$ cat src/rtl/uart_rx_pkg.sv
package uart_rx_pkg;

   typedef enum logic [2:0] {
      ST_IDLE,
      ST_START,
      ST_DATA,
      ST_PAR,
      ST_STOP
   } rx_state_e;

   typedef struct packed {
      logic [7:0] data;
      logic       perr;
      logic       ferr;
   } rx_word_t;

   localparam int WORD_W = $bits(rx_word_t);

   // data length code to bit count
   function automatic logic [3:0] data_bits(input logic [1:0] code);
      case (code)
         2'd0:    return 4'd6;
         2'd1:    return 4'd7;
         default: return 4'd8;
      endcase
   endfunction

endpackage

$ cat src/rtl/uart_rx_sync.sv
module uart_rx_sync #(
   parameter int STAGES = 2
) (
   input  logic clk,
   input  logic rst_n,
   input  logic d_i,
   output logic q_o
);
   logic [STAGES-1:0] chain;

   generate
      for (genvar s = 0; s < STAGES; s++) begin : g_stage
         if (s == 0) begin : g_first
            always_ff @(posedge clk or negedge rst_n) begin
               if (!rst_n) chain[0] <= 1'b1;
               else        chain[0] <= d_i;
            end
         end else begin : g_next
            always_ff @(posedge clk or negedge rst_n) begin
               if (!rst_n) chain[s] <= 1'b1;
               else        chain[s] <= chain[s-1];
            end
         end
      end
   endgenerate

   assign q_o = chain[STAGES-1];
endmodule

$ cat src/rtl/uart_rx_deser.sv
module uart_rx_deser
   import uart_rx_pkg::*;
#(
   parameter int OVS = 16
) (
   input  logic       clk,
   input  logic       rst_n,
   input  logic       rx_s_i,
   input  logic       tick_i,
   input  logic [1:0] len_i,
   input  logic       par_en_i,
   input  logic       par_odd_i,
   output logic       valid_o,
   output rx_word_t   word_o
);
   localparam int CW = $clog2(OVS);
   localparam logic [CW-1:0] MID  = CW'(OVS / 2 - 1);
   localparam logic [CW-1:0] LAST = CW'(OVS - 1);

   rx_state_e     st;
   logic [CW-1:0] cnt;
   logic [2:0]    idx;
   logic [7:0]    shreg;
   logic          par_acc;
   logic          perr_q;
   logic [3:0]    nbits;
   logic          at_mid;
   logic          at_end;

   assign nbits  = data_bits(len_i);
   assign at_mid = tick_i && (cnt == MID);
   assign at_end = tick_i && (cnt == LAST);

   always_ff @(posedge clk or negedge rst_n) begin
      if (!rst_n) begin
         st      <= ST_IDLE;
         cnt     <= '0;
         idx     <= '0;
         shreg   <= '0;
         par_acc <= 1'b0;
         perr_q  <= 1'b0;
         valid_o <= 1'b0;
         word_o  <= '0;
      end else begin
         valid_o <= 1'b0;
         if (tick_i && st != ST_IDLE) cnt <= cnt + 1'b1;
         case (st)
            ST_IDLE: begin
               if (tick_i && !rx_s_i) begin
                  st  <= ST_START;
                  cnt <= '0;
               end
            end
            ST_START: begin
               if (at_mid) begin
                  cnt <= '0;
                  if (!rx_s_i) begin
                     st      <= ST_DATA;
                     idx     <= '0;
                     shreg   <= '0;
                     par_acc <= 1'b0;
                     perr_q  <= 1'b0;
                  end else begin
                     st <= ST_IDLE;
                  end
               end
            end
            ST_DATA: begin
               if (at_end) begin
                  shreg[idx] <= rx_s_i;
                  par_acc    <= par_acc ^ rx_s_i;
                  if ({1'b0, idx} == nbits - 4'd1) begin
                     st <= par_en_i ? ST_PAR : ST_STOP;
                  end else begin
                     idx <= idx + 3'd1;
                  end
               end
            end
            ST_PAR: begin
               if (at_end) begin
                  perr_q <= (rx_s_i != (par_acc ^ par_odd_i));
                  st     <= ST_STOP;
               end
            end
            ST_STOP: begin
               if (at_end) begin
                  valid_o     <= 1'b1;
                  word_o.data <= shreg;
                  word_o.perr <= perr_q;
                  word_o.ferr <= !rx_s_i;
                  st          <= ST_IDLE;
               end
            end
            default: st <= ST_IDLE;
         endcase
      end
   end
endmodule

$ cat src/rtl/uart_rx_fifo.sv
module uart_rx_fifo
   import uart_rx_pkg::*;
#(
   parameter int DEPTH = 8,
   parameter int CNT_W = $clog2(DEPTH + 1)
) (
   input  logic             clk,
   input  logic             rst_n,
   input  logic             push_i,
   input  rx_word_t         word_i,
   input  logic             pop_i,
   output rx_word_t         head_o,
   output logic [CNT_W-1:0] count_o,
   output logic             overrun_o
);
   localparam int AW = $clog2(DEPTH);
   localparam logic [CNT_W-1:0] FULL = CNT_W'(DEPTH);

   rx_word_t        mem [DEPTH];
   logic [AW-1:0]   wptr;
   logic [AW-1:0]   rptr;
   logic            pop_ok;
   logic            push_ok;

   assign pop_ok  = pop_i && (count_o != '0);
   assign push_ok = push_i && ((count_o != FULL) || pop_ok);
   assign head_o  = mem[rptr];

   always_ff @(posedge clk) begin
      if (push_ok) mem[wptr] <= word_i;
   end

   always_ff @(posedge clk or negedge rst_n) begin
      if (!rst_n) begin
         wptr      <= '0;
         rptr      <= '0;
         count_o   <= '0;
         overrun_o <= 1'b0;
      end else begin
         overrun_o <= push_i && !push_ok;
         if (push_ok) wptr <= wptr + 1'b1;
         if (pop_ok)  rptr <= rptr + 1'b1;
         case ({push_ok, pop_ok})
            2'b10:   count_o <= count_o + 1'b1;
            2'b01:   count_o <= count_o - 1'b1;
            default: count_o <= count_o;
         endcase
      end
   end
endmodule

$ cat src/rtl/uart_rx_rts.sv
module uart_rx_rts #(
   parameter int DEPTH = 8,
   parameter int CNT_W = $clog2(DEPTH + 1)
) (
   input  logic             clk,
   input  logic             rst_n,
   input  logic             fc_en_i,
   input  logic [CNT_W-1:0] trig_i,
   input  logic [CNT_W-1:0] count_i,
   output logic             rts_n_o
);
   localparam logic [CNT_W-1:0] FULL = CNT_W'(DEPTH);
   logic [CNT_W-1:0] trig_eff;

   always_comb begin
      if (trig_i == '0)      trig_eff = CNT_W'(1);
      else if (trig_i > FULL) trig_eff = FULL;
      else                   trig_eff = trig_i;
   end

   always_ff @(posedge clk or negedge rst_n) begin
      if (!rst_n) begin
         rts_n_o <= 1'b1;
      end else if (!fc_en_i) begin
         rts_n_o <= 1'b1;
      end else if (rts_n_o) begin
         if (count_i == '0) rts_n_o <= 1'b0;
      end else if (count_i >= trig_eff) begin
         rts_n_o <= 1'b1;
      end
   end
endmodule

$ cat src/rtl/uart_rx_flow.sv
module uart_rx_flow
   import uart_rx_pkg::*;
#(
   parameter int DEPTH       = 8,
   parameter int OVS         = 16,
   parameter int SYNC_STAGES = 2,
   parameter int CNT_W       = $clog2(DEPTH + 1)
) (
   input  logic             clk,
   input  logic             rst_n,
   input  logic             rx_i,
   input  logic             baud_tick_i,
   input  logic [1:0]       cfg_len_i,
   input  logic             cfg_par_en_i,
   input  logic             cfg_par_odd_i,
   input  logic [CNT_W-1:0] cfg_trig_i,
   input  logic             cfg_fc_en_i,
   input  logic             rd_i,
   output logic [7:0]       rd_data_o,
   output logic             rd_perr_o,
   output logic             rd_ferr_o,
   output logic [CNT_W-1:0] fill_o,
   output logic             overrun_o,
   output logic             rts_n_o
);
   generate
      if (DEPTH < 2 || (DEPTH & (DEPTH - 1)) != 0) begin : g_bad_depth
         $error("DEPTH must be a power of two of at least 2");
      end
      if (OVS < 4 || (OVS & (OVS - 1)) != 0) begin : g_bad_ovs
         $error("OVS must be a power of two of at least 4");
      end
      if (SYNC_STAGES < 2) begin : g_bad_sync
         $error("SYNC_STAGES must be at least 2");
      end
      if (CNT_W < $clog2(DEPTH + 1)) begin : g_bad_cnt
         $error("CNT_W too narrow for DEPTH");
      end
   endgenerate

   logic     rx_s;
   logic     rx_push;
   rx_word_t rx_word;
   rx_word_t head;

   uart_rx_sync #(.STAGES(SYNC_STAGES)) u_sync (
      .clk   (clk),
      .rst_n (rst_n),
      .d_i   (rx_i),
      .q_o   (rx_s)
   );

   uart_rx_deser #(.OVS(OVS)) u_deser (
      .clk       (clk),
      .rst_n     (rst_n),
      .rx_s_i    (rx_s),
      .tick_i    (baud_tick_i),
      .len_i     (cfg_len_i),
      .par_en_i  (cfg_par_en_i),
      .par_odd_i (cfg_par_odd_i),
      .valid_o   (rx_push),
      .word_o    (rx_word)
   );

   uart_rx_fifo #(.DEPTH(DEPTH), .CNT_W(CNT_W)) u_fifo (
      .clk       (clk),
      .rst_n     (rst_n),
      .push_i    (rx_push),
      .word_i    (rx_word),
      .pop_i     (rd_i),
      .head_o    (head),
      .count_o   (fill_o),
      .overrun_o (overrun_o)
   );

   uart_rx_rts #(.DEPTH(DEPTH), .CNT_W(CNT_W)) u_rts (
      .clk     (clk),
      .rst_n   (rst_n),
      .fc_en_i (cfg_fc_en_i),
      .trig_i  (cfg_trig_i),
      .count_i (fill_o),
      .rts_n_o (rts_n_o)
   );

   assign rd_data_o = head.data;
   assign rd_perr_o = head.perr;
   assign rd_ferr_o = head.ferr;
endmodule

$ cat config.mk
export PLATFORM = sky130hd
export DESIGN_NAME = uart_rx_flow
export DESIGN_NICKNAME = d
export VERILOG_FILES = /design/src/rtl/uart_rx_pkg.sv /design/src/rtl/uart_rx_sync.sv /design/src/rtl/uart_rx_deser.sv /design/src/rtl/uart_rx_fifo.sv /design/src/rtl/uart_rx_rts.sv /design/src/rtl/uart_rx_flow.sv
export SDC_FILE = /design/constraint.sdc
export NUM_CORES = 1
export LEC_CHECK = 0
export CORE_MARGIN = 1.5
export CORE_UTILIZATION = 56
export CTS_CLUSTER_DIAMETER = 60
export DETAILED_ROUTE_END_ITERATION = 10
export PLACE_DENSITY = 0.77
export SETUP_SLACK_MARGIN = 0.15
export SLEW_MARGIN = 20
export SYNTH_ARGS = -nofsm -noshare
export SYNTH_HDL_FRONTEND = slang
export SYNTH_SLANG_ARGS = --single-unit
$ cat constraint.sdc
create_clock -name clk -period 3.6 [get_ports clk]
set_clock_uncertainty 0.15 [all_clocks]
set_input_delay 1.08 -clock clk [delete_from_list [all_inputs] [get_ports clk]]
set_output_delay 1.08 -clock clk [all_outputs]
set_load 0.005 [all_outputs]
# Yosys cells after proc, flatten, opt, wreduce, memory -nomap -nowiden
# Memories as Yosys holds them, arrays and structs flattened.
# Index checks and enable logic that the tools add are counted.
op_classes:
  magnitude_cmp: 4
  bitwise_logic: 2
  add_sub_neg: 7
  n_mux: 43
  n_eq_ne: 20
  reduce_logical: 25
op_table:
  columns: ["operator", "n"]
  rows:
  - ["3-bit two-way mux", 11]
  - ["8-bit two-way mux", 3]
  - ["4-bit one-hot mux with 2 select lines", 3]
  - ["4-bit two-way mux", 5]
  - ["8-bit one-hot mux with 2 select lines", 1]
  - ["3-bit one-hot mux with 5 select lines", 1]
  - ["1-bit two-way mux", 13]
  - ["2-bit by 1-bit inequality test with 1-bit output, second input constant", 6]
  - ["3-bit by 1-bit adder with 3-bit output, second input constant", 3]
  - ["4-bit by 1-bit adder with 4-bit output, second input constant", 2]
  - ["8-bit bitwise mux", 1]
  - ["1-bit logical AND", 8]
  - ["4-bit logical NOT", 2]
  - ["4-bit AND reduction", 2]
  - ["4-bit by 1-bit subtractor with 4-bit output, second input constant", 2]
  - ["3-bit by 2-bit == test with 1-bit output, second input constant", 2]
  - ["3-bit one-hot mux with 2 select lines", 1]
  - ["6-bit AND reduction", 1]
  - ["2-bit nonzero test", 3]
  - ["5-bit AND reduction", 1]
  - ["2-bit by 1-bit == test with 1-bit output, second input constant", 2]
  - ["3-bit by 4-bit == test with 1-bit output", 1]
  - ["4-bit by 3-bit == test with 1-bit output, second input constant", 1]
  - ["4-bit == test, second input constant", 1]
  - ["other kinds (21)", 25]
word_totals:
  register_bits: 45
  memories: 1
  inputBits: 14
  output_inout_bits: 16
  ramBits: 80
memory_table:
  columns: ["name", "depth", "word_bits", "read_ports", "rd_ports_with_merged_regs", "write_ports", "line_no", "source"]
  rows:
  - ["u_fifo.mem", 8, 10, 1, 0, 1, "uart_rx_fifo.sv:19", "rx_word_t mem [DEPTH];"]

# Longest topological paths before layout
depth:
  ltp_word: 7
  ltp_mapped: 9
  mapped_depth_nobuf: 9

# Hierarchy
# From an unflattened synthesis, not the netlist that was laid out.
unflattened:
  cells_unflattened: 380
  area_unflattened_um2: 5612.9
by_module_without_submodules:
  columns: ["mod", "seq_area_each_um2", "area_per_inst_um2", "cells_per_inst", "n_inst"]
  rows:
  - ["uart_rx_fifo", 2677.6, 3668.5, 180, 1]
  - ["uart_rx_deser", 775.7, 1744.2, 180, 1]
  - ["uart_rx_rts", 26.3, 147.6, 18, 1]
  - ["uart_rx_sync", 52.6, 52.6, 2, 1]

# Least setup slack after synthesis
# OpenSTA, ideal clock, no wires.
synth_timing:
  kind: "in2reg"
  from: "input port rd_i"
  to: "memory u_fifo.mem[1][0] (netlist name), enable pin"
  required_time_ns: 3.060
  path_slack_ns: 0.638
  arrival_time_ns: 2.422
  cell_stages: 4
  path_buffers: 0
  setup_ns: 0.390
  cell_sequence: "inv_1 a31oi_1 nand2_1 nor3_1"
synth_via:
  elab_chain_cells: 5
synth_lines:
  columns: ["element", "line_no", "source"]
  rows:
  - ["from (decl)", "uart_rx_flow.sv:18", "input logic rd_i,"]
  - ["1-bit logical AND", "uart_rx_fifo.sv:25", "assign pop_ok = pop_i && (count_o != '0);"]
  - ["1-bit logical OR", "uart_rx_fifo.sv:26", "assign push_ok = push_i && ((count_o != FULL) || pop_ok);"]
  - ["1-bit logical AND", "uart_rx_fifo.sv:26", null]
  - ["1-bit two-way mux", "uart_rx_fifo.sv:30", "if (push_ok) mem[wptr] <= word_i;"]
  - ["1-bit two-way mux (not written as such)", "uart_rx_fifo.sv:30", null]
  - ["to (decl)", "uart_rx_fifo.sv:19", null]
# No other way between the ends.

# Final worst setup path
layout_timing:
  from: "register u_fifo.rptr[0]"
  to: "output port rd_perr_o"
layout_via:
  elab_chain_cells: 1
layout_lines:
  columns: ["element", "line_no", "source"]
  rows:
  - ["from (decl)", "uart_rx_fifo.sv:21", "logic [AW-1:0] rptr;"]
  - ["from (signal assigned)", "uart_rx_fifo.sv:42", "if (pop_ok) rptr <= rptr + 1'b1;"]
  - ["memory read 8 x 10 bit", null, null]
  - ["to (decl)", "uart_rx_flow.sv:20", "output logic rd_perr_o,"]
# No other way between the ends.

==> metrics.cfg <==
[synth]
synth_most_common_cell = edfxtp_1
synth_top_area_cell = edfxtp_1
synth_nets = 403
syn_area_per_cell_um2 = 14.4
syn_area_um2 = 5450
synth_top_area_share_pct = 44.1
synthTopCellsByArea = edfxtp_1, dfrtp_1, mux4_2, nand2_1, mux2_2
synth_flop_cell = edfxtp_1
yosysSeqAreaShare_pct = 64.9
synthTopCellsByCount = edfxtp_1, nand2_1, dfrtp_1, nor2_1, o21ai_0
synth-edff-count = 80
syn_inst = 377
yosysWarnings = 0
synth_cell_types = 47
async_flop_share_pct = 36.0
ys_ff_latch = 125

[power]
worst_ir_drop_vdd_mv = 0.428
p_int_mw = 3.71
power.total_mw = 5.21
swShare_pct = 28.8
pwr-share-seq_pct = 36.5
p_leak_nw = 2.66
combPwrFrac_pct = 29.3
pwr-share-clk_pct = 34.2
power_density_nw_per_um2 = 778
p_switching_mw = 1.50

[placed_design]
dp_hpwl_um = 6340
dp_cells = 533
gp_congestion = 0.843
io_buffers = 29

[cts]
clk_path_buf_depth = 2
cts_tree = done
numCtsBuffers = 17
h-tree-depth = 4
clock-sinks = 125
cts_hold_buf = 0
clkTransAtPathRegs_ps = 60
cts_root_buffer = clkbuf_8
clkLatencyLatePin_ps = 510

[setup_path]
crit_path_max_incr_delay_ps = 490
crit_path_end_kind = output pin
cp_slowest_cell = mux4_2
crit_type = register to output pin
cp.arrival_ps = 2190
crit_fanout = 4
start_kind = register
crit_required_ps = 2370
cp_cell_sequence = buf_6 > bufbuf_16 > mux4_2 > mux2_4 > clkbuf_2
critPathTopFamily = multiplexers
worst-path-buf-inv = 3

[layout]
stdcell_count = 580
num_antenna_cells = 0
multi_input_area_um2 = 1790
drive_gt1_share_pct = 24.8
final-seq-area_um2 = 3530
fillers = 583
final_core_util_pct = 71.8
area_growth_pct = 23.0
nNetsFinal = 464

[floorplan]
io_pins = 30
chipHeight_um = 102
initial_core_util_pct = 58.4
dieArea_um2 = 10300
rows = 35
die_w_um = 102
core_area_um2 = 9330

[drt]
drtIter0Drc = 219
viasPerCell = 5.73
vias = 3326
ant_nets = 0
wl_per_cell_um = 18.8
drc = 0
first_pass_iters = 5
drt-total-wl_um = 10900

[global_route]
grt_usage_pct = 22.8
antenna_found_initial = 0
grt_max_degree = 46
grt_pass1_wl_um = 17000
gr-total-overflow = 0
grt_pass1_vias = 3319

[timing]
min_period_over_period_pct = 94.9
setup_viol = 0
fmax_mhz = 293
post-route-min-period_ps = 3420
fin_tns_setup_ps = 0
slew_headroom_pct = 57.3
finalHoldViolCount = 0
final_max_slew_viol_count = 0
rsz0062_at_grt = yes
worst_pin_slew_ps = 640

[hold_path]
min-delay-path-class = register to register

[flow_run]
maxCapViolCount = 0

[status]
status = finished clean

## power by group through the flow
stage	Sequential (mW)	Clock (mW)	Combinational, mW
after floorplan	1.77	0	1.05
after global placement	1.92	0	1.32
after detailed placement	1.93	0	1.37
after CTS	1.89	1.80	1.45
after global routing	1.93	1.86	1.67
final	1.90	1.78	1.53
## worst reg2reg max path: cells and delay by family, from the launching register on
family | cells | cell delay, ps
simple gates | 1 | 250
xor+xnor | 1 | 170
buf+inv | 1 | 80
mux | 1 | 230
flops | 1 | 480
compound gates | 3 | 860
fa+ha+maj | 1 | 280
## layout by cell type, fill, tap and decap left out, types with 13 or more instances in the layout
master	count
edfxtp_1	80
nor2_1	23
clkbuf_16	18
inv_1	13
buf_4	24
o21ai_0	22
mux4_2	20
dfrtp_1	41
nand2_1	48
clkdlybuf4s50_1	18
## repair_timing
action                     4_1_cts  5_1_grt
resized for setup               11       23
buffers inserted                 5        9
setup endpoints to repair       10       10
cloned                           1        0
## final cells by class
cell class | instances | share of cell area (%)
sequential | 125 | 52.7
multi-input combinational | 222 | 26.7
timing repair buffer | 58 | 7.92
clock buffer | 21 | 7.19
tap | 129 | 2.41
clock inverter | 11 | 2.30
inverter | 14 | 0.784
## path summary, 6_finish.rpt
path | startpoint | endpoint | slack [ps] | cells past startpoint
min | u_sync.chain[0] | u_sync.q_o | 210 | 0
max in group asynchronous | rst_n | u_fifo.rptr[0] | 2460 | 1
max reg2reg | u_fifo.count_o[1] | u_fifo.count_o[3] | 1020 | 8
max | u_fifo.rptr[0] | rd_perr_o | 180 | 5
min reg2reg | u_sync.chain[0] | u_sync.q_o | 210 | 0
min in group asynchronous | rst_n | u_deser.idx[1] | 420 | 1
## cell families after synthesis
family                   share of synthesized area, %
XOR/XNOR                                         2.09
AND/OR/NAND/NOR                                  8.96
flip-flops                                       64.9
other                                          0.0689
buffers and inverters                            2.48
multiplexers                                     11.9
adder cells (fa/ha/maj)                          2.89
AO/OA/AOI/OAI                                    6.78
## layer usage
layer | vias to the layer above | routed length, um | GRT usage [%] | part of all wire [%]
met5 | - | 0 | 0 | 0
met4 | 0 | 132 | 9.29 | 1.2
met3 | 11 | 746 | 4.62 | 6.8
met2 | 137 | 5870 | 39.7 | 54
met1 | 1652 | 4160 | 28.0 | 38
li1 | 1526 | - | - | -
## state kept, by name (all words and copies together) (netlist names)
register and cells:
u_deser.perr_q 1, u_fifo.overrun_o 1, u_deser.shreg 8, u_fifo.wptr 3
u_deser.cnt 4, u_fifo.rptr 3, u_sync.q_o 1, u_deser.valid_o 1
u_fifo.mem 80, u_deser.word_o 10, u_sync.chain 1, u_fifo.count_o 4
u_deser.par_acc 1, u_deser.idx 3, u_deser.st 3, u_rts.rts_n_o 1
## stage by stage
step / hold slack (ps) / cell area [um2] / setup slack (ps)
after floorplan: 195 / 5450 / 638
after detailed placement: 200 / 5940 / 368
after global routing: 213 / 6700 / 132
final: 209 / 6700 / 183
after CTS: 209 / 6650 / 21.4
after global placement: 196 / 5940 / 403
(Power assumes the default switching activity.)
